### config.mk
export PLATFORM = sky130hd
export DESIGN_NAME = tmr_pair
export DESIGN_NICKNAME = d
export VERILOG_FILES = /design/src/rtl/tmr_pkg.sv /design/src/rtl/tmr_edge.sv /design/src/rtl/tmr_count.sv /design/src/rtl/tmr_pair.sv
export SDC_FILE = /design/constraint.sdc
export NUM_CORES = 1
export LEC_CHECK = 0
export ABC_AREA = 1
export BUFFER_PORTS_ARGS = -buffer_cell sky130_fd_sc_hd__buf_4
export CAP_MARGIN = 20
export CELL_PAD_IN_SITES_DETAIL_PLACEMENT = 0
export CELL_PAD_IN_SITES_GLOBAL_PLACEMENT = 2
export CORE_ASPECT_RATIO = 1.25
export CORE_MARGIN = 5
export CORE_UTILIZATION = 30
export CTS_CLUSTER_DIAMETER = 120
export DETAILED_ROUTE_END_ITERATION = 7
export GPL_TIMING_DRIVEN = 1
export HOLD_SLACK_MARGIN = 0.08
export PLACE_DENSITY = 0.83
export SETUP_SLACK_MARGIN = 0.15
export SLEW_MARGIN = 20
export SYNTH_ARGS = -nofsm -noshare
export SYNTH_HDL_FRONTEND = slang
export SYNTH_SLANG_ARGS = --single-unit
### constraint.sdc
create_clock -name clk -period 1.5 [get_ports clk]
set_input_delay 0.3 -clock clk [delete_from_list [all_inputs] [get_ports clk]]
set_output_delay 0.3 -clock clk [all_outputs]
set_load 0.1 [all_outputs]
### src/rtl/tmr_pkg.sv
package tmr_pkg;
  localparam int BYTE_W = 8;

  typedef enum logic [1:0] {
    M_13B   = 2'd0,
    M_16B   = 2'd1,
    M_RELD  = 2'd2,
    M_SPLIT = 2'd3
  } tmr_mode_e;

  localparam logic [2:0] A_MODE = 3'd0;
  localparam logic [2:0] A_CTRL = 3'd1;
  localparam logic [2:0] A_T0L  = 3'd2;
  localparam logic [2:0] A_T0H  = 3'd3;
  localparam logic [2:0] A_T1L  = 3'd4;
  localparam logic [2:0] A_T1H  = 3'd5;
endpackage

### src/rtl/tmr_edge.sv
module tmr_edge #(
  parameter int N = 2
) (
  input  logic         clk,
  input  logic         rst_n,
  input  logic         tick,
  input  logic [N-1:0] pin,
  output logic [N-1:0] fall
);
  for (genvar i = 0; i < N; i++) begin : g_smp
    logic samp_q;
    logic samp_n;

    always_comb begin
      samp_n = samp_q;
      if (tick) samp_n = pin[i];
    end

    always_ff @(posedge clk or negedge rst_n) begin
      if (!rst_n) samp_q <= 1'b0;
      else        samp_q <= samp_n;
    end

    // falling edge seen between two consecutive tick samples
    assign fall[i] = tick & samp_q & ~pin[i];
  end
endmodule

### src/rtl/tmr_count.sv
module tmr_count
  import tmr_pkg::*;
#(
  parameter int PRE_W = 5
) (
  input  tmr_mode_e         mode,
  input  logic [BYTE_W-1:0] lo,
  input  logic [BYTE_W-1:0] hi,
  input  logic              ev_main,
  input  logic              ev_hi3,
  output logic [BYTE_W-1:0] lo_n,
  output logic [BYTE_W-1:0] hi_n,
  output logic              ovf_main,
  output logic              ovf_hi3
);
  always_comb begin
    lo_n     = lo;
    hi_n     = hi;
    ovf_main = 1'b0;
    ovf_hi3  = 1'b0;
    unique case (mode)
      M_13B: if (ev_main) begin
        if (&lo[PRE_W-1:0]) begin
          lo_n[PRE_W-1:0] = '0;
          hi_n            = hi + 8'd1;
          ovf_main        = &hi;
        end else begin
          lo_n[PRE_W-1:0] = lo[PRE_W-1:0] + 1'b1;
        end
      end
      M_16B: if (ev_main) begin
        {hi_n, lo_n} = {hi, lo} + 16'd1;
        ovf_main     = &{hi, lo};
      end
      M_RELD: if (ev_main) begin
        if (&lo) begin
          lo_n     = hi;
          ovf_main = 1'b1;
        end else begin
          lo_n = lo + 8'd1;
        end
      end
      M_SPLIT: begin
        if (ev_main) begin
          lo_n     = lo + 8'd1;
          ovf_main = &lo;
        end
        if (ev_hi3) begin
          hi_n    = hi + 8'd1;
          ovf_hi3 = &hi;
        end
      end
      default: ;
    endcase
  end
endmodule

### src/rtl/tmr_pair.sv
module tmr_pair
  import tmr_pkg::*;
#(
  parameter int PRE_W = 5
) (
  input  logic       clk,
  input  logic       rst_n,
  input  logic       tick,
  input  logic [1:0] cnt_pin,
  input  logic [1:0] gate_pin,
  input  logic       wr_en,
  input  logic [2:0] addr,
  input  logic [7:0] wdata,
  output logic [7:0] rdata,
  output logic [1:0] ovf_flag,
  output logic       t1_ovf_pulse
);
  // reset: asserted asynchronously, released on the clock
  logic rs1_q, rs2_q, rst_i_n;
  always_ff @(posedge clk or negedge rst_n) begin
    if (!rst_n) begin
      rs1_q <= 1'b0;
      rs2_q <= 1'b0;
    end else begin
      rs1_q <= 1'b1;
      rs2_q <= rs1_q;
    end
  end
  assign rst_i_n = rs2_q;

  logic [7:0] mode_q, mode_n;
  logic [1:0] run_q, run_n, flag_q, flag_n;
  logic [7:0] t0l_q, t0h_q, t1l_q, t1h_q;
  logic [7:0] t0l_n, t0h_n, t1l_n, t1h_n;
  logic       pulse_q, pulse_n;

  logic [1:0] fall;
  tmr_edge #(.N(2)) u_edge (
    .clk(clk), .rst_n(rst_i_n), .tick(tick), .pin(cnt_pin), .fall(fall)
  );

  tmr_mode_e m0, m1;
  assign m0 = tmr_mode_e'(mode_q[1:0]);
  assign m1 = tmr_mode_e'(mode_q[5:4]);

  logic en0, en1, ev0, ev0h, ev1;
  assign en0  = run_q[0] & (~mode_q[3] | gate_pin[0]);
  assign ev0  = en0 & (mode_q[2] ? fall[0] : tick);
  assign ev0h = tick & run_q[1];
  assign en1  = run_q[1] & (~mode_q[7] | gate_pin[1]) &
                (m0 != M_SPLIT) & (m1 != M_SPLIT);
  assign ev1  = en1 & (mode_q[6] ? fall[1] : tick);

  logic [7:0] c0l, c0h, c1l, c1h;
  logic       o0m, o0h, o1m, o1h;

  tmr_count #(.PRE_W(PRE_W)) u_cnt0 (
    .mode(m0), .lo(t0l_q), .hi(t0h_q), .ev_main(ev0), .ev_hi3(ev0h),
    .lo_n(c0l), .hi_n(c0h), .ovf_main(o0m), .ovf_hi3(o0h)
  );
  tmr_count #(.PRE_W(PRE_W)) u_cnt1 (
    .mode(m1), .lo(t1l_q), .hi(t1h_q), .ev_main(ev1), .ev_hi3(1'b0),
    .lo_n(c1l), .hi_n(c1h), .ovf_main(o1m), .ovf_hi3(o1h)
  );

  logic set0, set1;
  assign set0 = o0m;
  assign set1 = o1m | o0h | o1h;

  always_comb begin
    mode_n  = mode_q;
    run_n   = run_q;
    flag_n  = flag_q;
    t0l_n   = c0l;
    t0h_n   = c0h;
    t1l_n   = c1l;
    t1h_n   = c1h;
    if (wr_en) begin
      unique case (addr)
        A_MODE: mode_n = wdata;
        A_CTRL: begin
          run_n  = wdata[1:0];
          flag_n = wdata[3:2];
        end
        A_T0L:  t0l_n = wdata;
        A_T0H:  t0h_n = wdata;
        A_T1L:  t1l_n = wdata;
        A_T1H:  t1h_n = wdata;
        default: ;
      endcase
    end
    flag_n  = flag_n | {set1, set0};
    pulse_n = set1;
  end

  always_ff @(posedge clk or negedge rst_i_n) begin
    if (!rst_i_n) begin
      mode_q  <= '0;
      run_q   <= '0;
      flag_q  <= '0;
      t0l_q   <= '0;
      t0h_q   <= '0;
      t1l_q   <= '0;
      t1h_q   <= '0;
      pulse_q <= 1'b0;
    end else begin
      mode_q  <= mode_n;
      run_q   <= run_n;
      flag_q  <= flag_n;
      t0l_q   <= t0l_n;
      t0h_q   <= t0h_n;
      t1l_q   <= t1l_n;
      t1h_q   <= t1h_n;
      pulse_q <= pulse_n;
    end
  end

  always_comb begin
    unique case (addr)
      A_MODE:  rdata = mode_q;
      A_CTRL:  rdata = {4'd0, flag_q, run_q};
      A_T0L:   rdata = t0l_q;
      A_T0H:   rdata = t0h_q;
      A_T1L:   rdata = t1l_q;
      A_T1H:   rdata = t1h_q;
      default: rdata = '0;
    endcase
  end

  assign ovf_flag     = flag_q;
  assign t1_ovf_pulse = pulse_q;

  logic wr_t0l, wr_t1;
  assign wr_t0l = wr_en & (addr == A_T0L);
  assign wr_t1  = wr_en & ((addr == A_T1L) | (addr == A_T1H));


  run_stop_chk: assert property (@(posedge clk) disable iff (!rst_i_n)
    (!run_q[0] && !wr_t0l) |=> $stable(t0l_q));


  gate_hold_chk: assert property (@(posedge clk) disable iff (!rst_i_n)
    (mode_q[3] && !gate_pin[0] && !wr_t0l) |=> $stable(t0l_q));


  reload_chk: assert property (@(posedge clk) disable iff (!rst_i_n)
    (m0 == M_RELD && o0m && !wr_t0l) |=> (t0l_q == $past(t0h_q)));


  t1_split_hold_chk: assert property (@(posedge clk) disable iff (!rst_i_n)
    (m1 == M_SPLIT && !wr_t1) |=> $stable({t1h_q, t1l_q}));


  pulse_flag_chk: assert property (@(posedge clk) disable iff (!rst_i_n)
    t1_ovf_pulse |-> ovf_flag[1]);
endmodule

==> impl_metrics.ini, run 1 <==
[finish]
fin_nets = 1001
fillers = 1482
final_cell_area_um2 = 7677
drive_gt1_share_pct = 42.07
finalCoreUtilization_pct = 51.78
stdcell_count = 1159
syn_to_final_growth_pct = 71.54
diodes = 0

[run]
cap_violations = 0

[place]
dp_hpwl_mm = 16.04
place_area_um2 = 6351
place_ws_ps = -295.5
port_buffers = 29
placedCellCount = 1106
place_congestion = 1.023

[clocking]
cts.sinks = 49
cts_buffers = 5
cts_max_level = 2
cts.reportedPaths.clkPinSlew_ps = 80
insertion_delay_ps = 310
clock_path_buffers = 2
cts_tree = yes
clockRootBuffer = clkbuf_16

[critical_path]
path_delay_family = compound AO/OA/AOI/OAI gates
crit_chain = inv_2 -> o22ai_2 -> a221oi_2 -> o211ai_1 -> buf_6
critPathBufInv = 2
max_stage_delay_ps = 400
critPathLaunchType = flip-flop
crit_path_top_delay_cell = dfrtp_1
cp_max_fo = 2
cp-end-kind = output pin
arrival_ps = 1510
required_ps = 1200
path_class = flip-flop to output pin

[logic_synthesis]
synth-seq-area-share_pct = 27.40
synth_top_area_share_pct = 27.40
synthCells = 751
yosysMostFrequentCell = nand2_1
synth_ff_type = dfrtp_1
ys_ff_latch = 49
synthesis.nets = 776
yosysWarnings = 0
synth_top_area_cell = dfrtp_1
async_reset_ff_share_pct = 100.0
synth_cell_type_count = 42
syn_area_per_cell_um2 = 5.959
synth_edf_count = 0
synthTopCellsByCount = 232 x nand2_1, 110 x inv_1, 87 x nand3_1
synth_area_leaders = dfrtp_1 27%, nand2_1 19%, nand3_1 9.7%
synth_area_um2 = 4476

[power]
powerDensity_nw_per_um2 = 1461
irDropWorstVdd_mv = 0.8231
p_clk_share_pct = 10.6
comb_power_share_pct = 68.4
leakage_nw = 3.781
seq_power_share_pct = 21.0
p_int_mw = 5.787
switching_share_pct = 48.40
power_switching_mw = 5.428
total_power_mw = 11.22

[route]
dr.pass1.iters = 6
routedWlPerCell_um = 18.12
ant_nets = 0
routed_wl_mm = 21.01
drt-initial-drc-count = 401
vias_per_cell = 5.147
vias = 5965
drc_errors = 0

[global_routing]
grt_use_total_pct = 23.70
grt_pass1_wl_mm = 32.45
first_global_vias = 6059
grt_remaining_overflow = 0
antenna_found_initial = 0
grt_max_degree = 48

[die]
rows = 50
die_h_um = 146.6
ios = 30
dieWidth_um = 119.2
start_util_pct = 30.19
core_area_um2 = 14830
floorplan.die_area_um2 = 17480

[timing]
setup_tns_ps = -8590
whs_ps = 207.1
setup_ws_ps = -312.4
fin_crit_sh_pct = 120.8
finalClockSkew_ps = 13.21
period_needed_ps = 1812
fmax_mhz = 551.8
rsz0062_at_grt = yes
setup_viol_count_final = 43
finalMaxSlewViolations = 0
finalHoldViolations = 0

[status]
violations = setup timing
status = complete, but fails checks

[min_path]
hold_class = input port to flip-flop
[tightest hold or removal path: stages]
cell,delay [ps]
buf_4,80
nand2_1,40
o21ai_0,60
[logic make-up after synthesis]
kind of cell    after synthesis  share of synthesized area, %
simple gates                432                         41.12
compound gates              128                         16.94
buf+inv                     127                         11.21
flops                        49                         27.40
xor+xnor                      8                         1.566
fa+ha+maj                     6                         1.677
other cells                   1                       0.08379
[sequential cells by signal, summed over array words and instances (netlist names)]
| signal | flops |
|---|---|
| mode_q | 8 |
| ovf_flag | 2 |
| rs1_q | 1 |
| rs2_q | 1 |
| run_q | 2 |
| t0h_q | 8 |
| t0l_q | 8 |
| t1_ovf_pulse | 1 |
| t1h_q | 8 |
| t1l_q | 8 |
| u_edge.g_smp.samp_q | 2 |
[what timing repair did]
| action | CTS | global route |
|---|---|---|
| buffers inserted | 32 | 12 |
| resized for setup | 148 | 73 |
| hold endpoints to repair | 2 | 0 |
| endpoints found under the setup margin | 44 | 44 |
| hold buffers | 1 | 0 |
| pin swaps | 50 | 60 |
[layer usage]
metal | up-vias | global-route usage (%) | share of wire (%)
met4 | 0 | 12.52 | 5.7
met5 | - | 0 | 0
met3 | 54 | 1.937 | 3.3
met2 | 180 | 43.51 | 52
met1 | 2834 | 26.99 | 39
li1 | 2897 | - | -
[final cells by class]
class	instances	area [um2]	area share, %
inverter	113	474.2	6.177
tap	182	227.7	2.966
clock buffer	7	132.6	1.728
clock inverter	1	5.005	0.06519
sequential	49	1241	16.17
timing repair buffer	232	2042	26.60
multi-input combinational	575	3555	46.30
[power groups by stage]
| stage | sequential, mW | clock (mW) | combinational [mW] |
|---|---|---|---|
| 2_1_floorplan | 2.35 | 0 | 3.18 |
| 3_3_place_gp | 2.31 | 0 | 5.91 |
| 3_5_place_dp | 2.32 | 0 | 5.98 |
| 4_1_cts | 2.30 | 1.23 | 7.16 |
| 5_1_grt | 2.41 | 1.28 | 8.26 |
| 6_report | 2.36 | 1.19 | 7.67 |
[placed cells by master, fill, tap and decap left out, types with 12 or more instances in the layout]
| master | n |
|---|---|
| nand2_4 | 16 |
| buf_12 | 13 |
| o211ai_1 | 12 |
| nand3_1 | 65 |
| nand2_2 | 17 |
| buf_6 | 36 |
| dfrtp_1 | 39 |
| nor2_1 | 65 |
| nor2_4 | 17 |
| inv_2 | 16 |
| nand3_2 | 14 |
| o21ai_0 | 33 |
| buf_4 | 182 |
| o21ai_1 | 17 |
| inv_1 | 83 |
| nand2_1 | 202 |
[path summary, 6_finish.rpt]
path | start | endpoint | slack [ps] | cells past startpoint
setup / recovery | t1l_q[3] | rdata[3] | -310 | 5
hold / removal | cnt_pin[1] | u_edge.g_smp[1].samp_q | 210 | 3
setup reg to reg | t1l_q[3] | t1h_q[6] | -280 | 13
hold reg to reg | rs2_q | t1l_q[1] | 260 | 1
max in group asynchronous | rs2_q | t1h_q[4] | 950 | 1
min in group asynchronous | rs2_q | t1l_q[1] | 260 | 1
Power figures use the tool's default switching activity.
==> run 2, diff against run 1 <==
--- a/config.mk
+++ b/config.mk
@@ -8,14 +8,14 @@
 export ABC_AREA = 1
 export BUFFER_PORTS_ARGS = -buffer_cell sky130_fd_sc_hd__buf_4
 export CAP_MARGIN = 20
-export CELL_PAD_IN_SITES_DETAIL_PLACEMENT = 0
+export CELL_PAD_IN_SITES_DETAIL_PLACEMENT = 1
 export CELL_PAD_IN_SITES_GLOBAL_PLACEMENT = 2
 export CORE_ASPECT_RATIO = 1.25
 export CORE_MARGIN = 5
 export CORE_UTILIZATION = 30
 export CTS_CLUSTER_DIAMETER = 120
 export DETAILED_ROUTE_END_ITERATION = 7
-export GPL_TIMING_DRIVEN = 1
+export GPL_TIMING_DRIVEN = 0
 export HOLD_SLACK_MARGIN = 0.08
 export PLACE_DENSITY = 0.83
 export SETUP_SLACK_MARGIN = 0.15
==> impl_metrics.ini, run 2 (synthesis results as in run 1) <==
[power]
seq_power_share_pct = 23.3
leakage_nw = 3.348
switching_share_pct = 51.36
powerDensity_nw_per_um2 = 1512
comb_power_share_pct = 65.7
p_int_mw = 5.367
power_switching_mw = 5.667
total_power_mw = 11.03
p_clk_share_pct = 10.9
irDropWorstVdd_mv = 0.9445

[timing]
finalMaxSlewViolations = 0
rsz0062_at_grt = yes
setup_viol_count_final = 43
fin_crit_sh_pct = 127.7
finalClockSkew_ps = 5.767
period_needed_ps = 1916
slew-limit-headroom_pct = 52.16
tightest_slew_ps = 717.6
setup_ws_ps = -416.1
fmax_mhz = 521.9
finalHoldViolations = 0

[finish]
drive_gt1_share_pct = 41.67
syn_to_final_growth_pct = 63.10
final_cell_area_um2 = 7300
layout_commonest_cell = nand2_1
fin_nets = 924
layout_common_cells = 198 x nand2_1, 94 x buf_4, 79 x inv_1
diodes = 0

[critical_path]
crit_chain = buf_6 -> inv_8 -> o22ai_4 -> a221oi_2 -> o211ai_1 -> buf_6
critPathLaunchType = flip-flop
cp_common_cell = buf_6
critPathCapture = rdata[3]
cp_max_fo = 2
setup.worst_path.start = t0h_q[3]
crit_path_top_delay_cell = dfrtp_1
r2r-start = t1l_q[0]
r2r_end = t1h_q[2]
arrival_ps = 1620
path_class = flip-flop to output pin
critPathBufInv = 3
path_delay_family = compound AO/OA/AOI/OAI gates
max_stage_delay_ps = 380
cp-end-kind = output pin
reg2reg_depth = 11
r2r_setup_slack_ps = -320
required_ps = 1200
cp.depth = 6

[clocking]
clock_path_buffers = 2
cts.reportedPaths.clkPinSlew_ps = 70
cts.sinks = 49
cts_buffers = 5
clockRootBuffer = clkbuf_16
cts_tree = yes
insertion_delay_ps = 310
cts_max_level = 2

[route]
routedWlPerCell_um = 21.80
vias = 5927
dr.pass1.iters = 4
routed_wl_mm = 23.59
drt-initial-drc-count = 368
vias_per_cell = 5.478
ant_nets = 0
drc_errors = 0

[place]
place_area_um2 = 5210
port_buffers = 29
place_congestion = 0.9404
place_ws_ps = -750.5
dp_hpwl_mm = 15.59

[die]
rows = 50
floorplan.die_area_um2 = 17480
ios = 30
die_h_um = 146.6
start_util_pct = 30.19
dieWidth_um = 119.2
core_area_um2 = 14830

[global_routing]
first_global_vias = 6218
grt_pass1_wl_mm = 34.96
grt_max_degree = 48
grt_remaining_overflow = 0
antenna_found_initial = 0
grt_use_total_pct = 25.76

[run]
cap_violations = 0

[status]
status = complete, but fails checks
violations = setup timing

[min_path]
hold_class = input port to flip-flop
-- run 2: cell types whose count changed in the layout (fill, tap and decap cells not counted), sizes merged --
cell,change
clkbuf,+3
clkinvlp,+3
buf,-81
inv,-4
clkinv,+2
-- run 2: worst min path at each step --
stage	startpoint	endpoint	slack, ps	cells after the start
finish	wdata[1]	t1l_q[1]	240	3
global route	cnt_pin[1]	u_edge.g_smp[1].samp_q	260	3
CTS	cnt_pin[0]	u_edge.g_smp[0].samp_q	240	3
detailed placement	rst_n	rs1_q	80	1
global placement	rst_n	rs1_q	80	1
floorplan	rst_n	rs1_q	4	0
-- run 2: per-stage QoR --
stage                     hold slack [ps]  std cells  utilization, %  setup TNS [ps]
after floorplan                     4.409        751               -           -3937
after global placement              82.24        962           35.12          -21360
after detailed placement            83.55        962           35.14          -22530
after CTS                           235.1       1055           45.97           -6344
after global routing                260.0       1082           49.23          -12420
final                               237.9       1082           49.23           -8963
-- run 2: layout make-up --
type	count	area, um2
plain buffers	14	167.7
clock buffers	6	128.9
clock inverters	2	10.01
fillers	1822	7527
inverters	113	523.0
multi-input cells	575	3592
flip-flops and latches	49	1271
well taps	182	227.7
repair buffers	141	1379
-- run 2: power by group through the flow --
stage	logic (mW)	registers (mW)	clock network, mW
2_1_floorplan	3.18	2.35	0
3_3_place_gp	4.29	2.53	0
3_5_place_dp	4.41	2.56	0
4_1_cts	6.49	2.52	1.22
5_1_grt	7.77	2.63	1.28
6_report	7.25	2.58	1.21
-- run 2: worst min-delay path, cell delays in order --
cell and delay (ps):
buf_4 90, nor2_1 40, nor2_1 70
-- run 2: layer usage --
layer / track usage, % / up-vias / share of wire (%)
li1: - / 2747 / -
met3: 3.526 / 85 / 3.2
met5: 0 / - / 0
met4: 14.32 / 0 / 6.5
met1: 27.60 / 2938 / 38
met2: 47.95 / 157 / 53
-- run 2: repair_timing --
item | CTS | global route
hold buffers | 1 | 0
buffers inserted | 82 | 26
hold endpoints to repair | 2 | 0
pin swaps | 69 | 60
resized for setup | 226 | 76
endpoints found under the setup margin | 52 | 49
cloned | 2 | 1
==> run 3, diff against run 2 <==
--- a/config.mk
+++ b/config.mk
@@ -8,16 +8,14 @@
 export ABC_AREA = 1
 export BUFFER_PORTS_ARGS = -buffer_cell sky130_fd_sc_hd__buf_4
 export CAP_MARGIN = 20
-export CELL_PAD_IN_SITES_DETAIL_PLACEMENT = 1
-export CELL_PAD_IN_SITES_GLOBAL_PLACEMENT = 2
-export CORE_ASPECT_RATIO = 1.25
+export CORE_ASPECT_RATIO = 1.5
 export CORE_MARGIN = 5
-export CORE_UTILIZATION = 30
+export CORE_UTILIZATION = 60
 export CTS_CLUSTER_DIAMETER = 120
 export DETAILED_ROUTE_END_ITERATION = 7
 export GPL_TIMING_DRIVEN = 0
 export HOLD_SLACK_MARGIN = 0.08
-export PLACE_DENSITY = 0.83
+export PLACE_DENSITY = 0.84
 export SETUP_SLACK_MARGIN = 0.15
 export SLEW_MARGIN = 20
 export SYNTH_ARGS = -nofsm -noshare
==> constraint.sdc (replaced) <==
create_clock -name clk -period 2.2 [get_ports clk]
set_input_delay 0.44 -clock clk [delete_from_list [all_inputs] [get_ports clk]]
set_output_delay 0.44 -clock clk [all_outputs]
set_load 0.1 [all_outputs]
==> impl_metrics.ini, run 3 (synthesis results as in run 1) <==
[status]
status = finished clean

[place]
placedCellCount = 881
port_buffers = 29
dp_hpwl_mm = 12.99
place_congestion = 1.138

[critical_path]
r2r-start = t1l_q[0]
critPathLaunchType = flip-flop
crit_path_top_delay_cell = dfrtp_1
cp-end-kind = output pin
path_class = flip-flop to output pin
arrival_ps = 1610
required_ps = 1760
crit_chain = inv_1 -> o211ai_1 -> buf_6
cp_max_fo = 6
setup.worst_path.start = t1h_q[3]
r2r_setup_slack_ps = 190
max_stage_delay_ps = 480

[timing]
setup_viol_count_final = 0
period_needed_ps = 2052
setup_tns_ps = 0
slew-limit-headroom_pct = 50.45
whs_ps = 230.9
fmax_mhz = 487.3
finalHoldViolations = 0
finalMaxSlewViolations = 0
finalClockSkew_ps = 20.53
tightest_slew_ps = 740.5
rsz0062_at_grt = yes
fin_crit_sh_pct = 93.28

[finish]
fin_nets = 821
layout_common_cells = 228 x nand2_1, 94 x inv_1, 83 x nand3_1
diodes = 0
drive_gt1_share_pct = 15.18
finalCoreUtilization_pct = 71.96
syn_to_final_growth_pct = 16.97
fillers = 668
seqCellArea_um2 = 1241
stdcell_count = 897
layout_commonest_cell = nand2_1
multi_input_area_um2 = 2910

[route]
routed_wl_mm = 17.40
routedWlPerCell_um = 19.40
ant_nets = 0
dr.pass1.iters = 8
drt-initial-drc-count = 625
drc_errors = 0
vias_per_cell = 6.221
vias = 5580

[die]
floorplan.die_area_um2 = 9322
ios = 30
die_h_um = 115.8
core_area_um2 = 7274
dieWidth_um = 80.52
start_util_pct = 61.52
rows = 38

[power]
leakage_nw = 2.580
powerDensity_nw_per_um2 = 1035
irDropWorstVdd_mv = 0.5996
total_power_mw = 5.418

[min_path]
hold_class = flip-flop to async pin

[run]
cap_violations = 0

[clocking]
cts.reportedPaths.clkPinSlew_ps = 100
insertion_delay_ps = 340
cts_max_level = 2
cts.sinks = 49
cts_tree = yes
cts_buffers = 5
clockRootBuffer = clkbuf_8
clock_path_buffers = 2

[global_routing]
first_global_vias = 5437
grt_remaining_overflow = 0
grt_max_degree = 31
grt_pass1_wl_mm = 27.65
antenna_found_initial = 0
grt_use_total_pct = 39.19
[run 3: cell types whose count changed in the layout (fill, tap and decap cells not counted), sizes merged]
cell / change
clkinv: -2
inv: +4
clkinvlp: -3
clkbuf: +3
buf: -105
[run 3: worst max-delay path: cells and delay by family, from the launching register on]
family	cells	cell delay (ps)
AO/OA/AOI/OAI	1	330
flip-flops	1	480
buffers and inverters	2	470
[run 3: what timing repair did]
item | CTS | global route
resized for setup | 31 | 42
setup buffers | 3 | 4
hold endpoints to repair | 2 | 0
setup endpoints to repair | 28 | 33
hold buffers | 1 | 0
pin swaps | 3 | 4
[run 3: metrics by stage]
stage	instance area [um2]	setup slack, ps
after CTS	5091	152.4
after floorplan	4538	-398.9
final	5235	147.8
after global routing	5235	106.3
after global placement	4881	-224.7
after detailed placement	4902	-264.6
[run 3: path summary, 6_finish.rpt]
| path | end | cells after the start |
|---|---|---|
| max | rdata[3] | 3 |
| min | t1l_q[4] | 0 |
| max reg2reg | t1h_q[6] | 11 |
| min reg2reg | t1l_q[4] | 0 |
| max in group asynchronous | ovf_flag[0] | 1 |
| min in group clk | u_edge.g_smp[1].samp_q | 3 |
[run 3: where the power goes]
part           switching, mW  internal [mW]
Sequential             0.529           1.21
Combinational           2.11          0.986
Clock                  0.352          0.225
[run 3: metal layers]
metal	GRT usage, %	wire length [um]	vias to the layer above
met5	0	0	-
met1	41.14	5680	2509
li1	-	-	2535
met2	66.37	8326	393
met3	6.532	1470	143
met4	34.61	1926	0
[run 3: layout make-up]
| type | instances | area share [%] |
|---|---|---|
| Multi-Input combinational cell | 575 | 55.59 |
| Sequential cell | 49 | 23.71 |
| Inverter | 113 | 8.580 |
| Timing Repair Buffer | 38 | 6.405 |
| Tap cell | 100 | 2.390 |
| Buffer | 14 | 1.769 |
| Clock buffer | 7 | 1.458 |
| Clock inverter | 1 | 0.09560 |
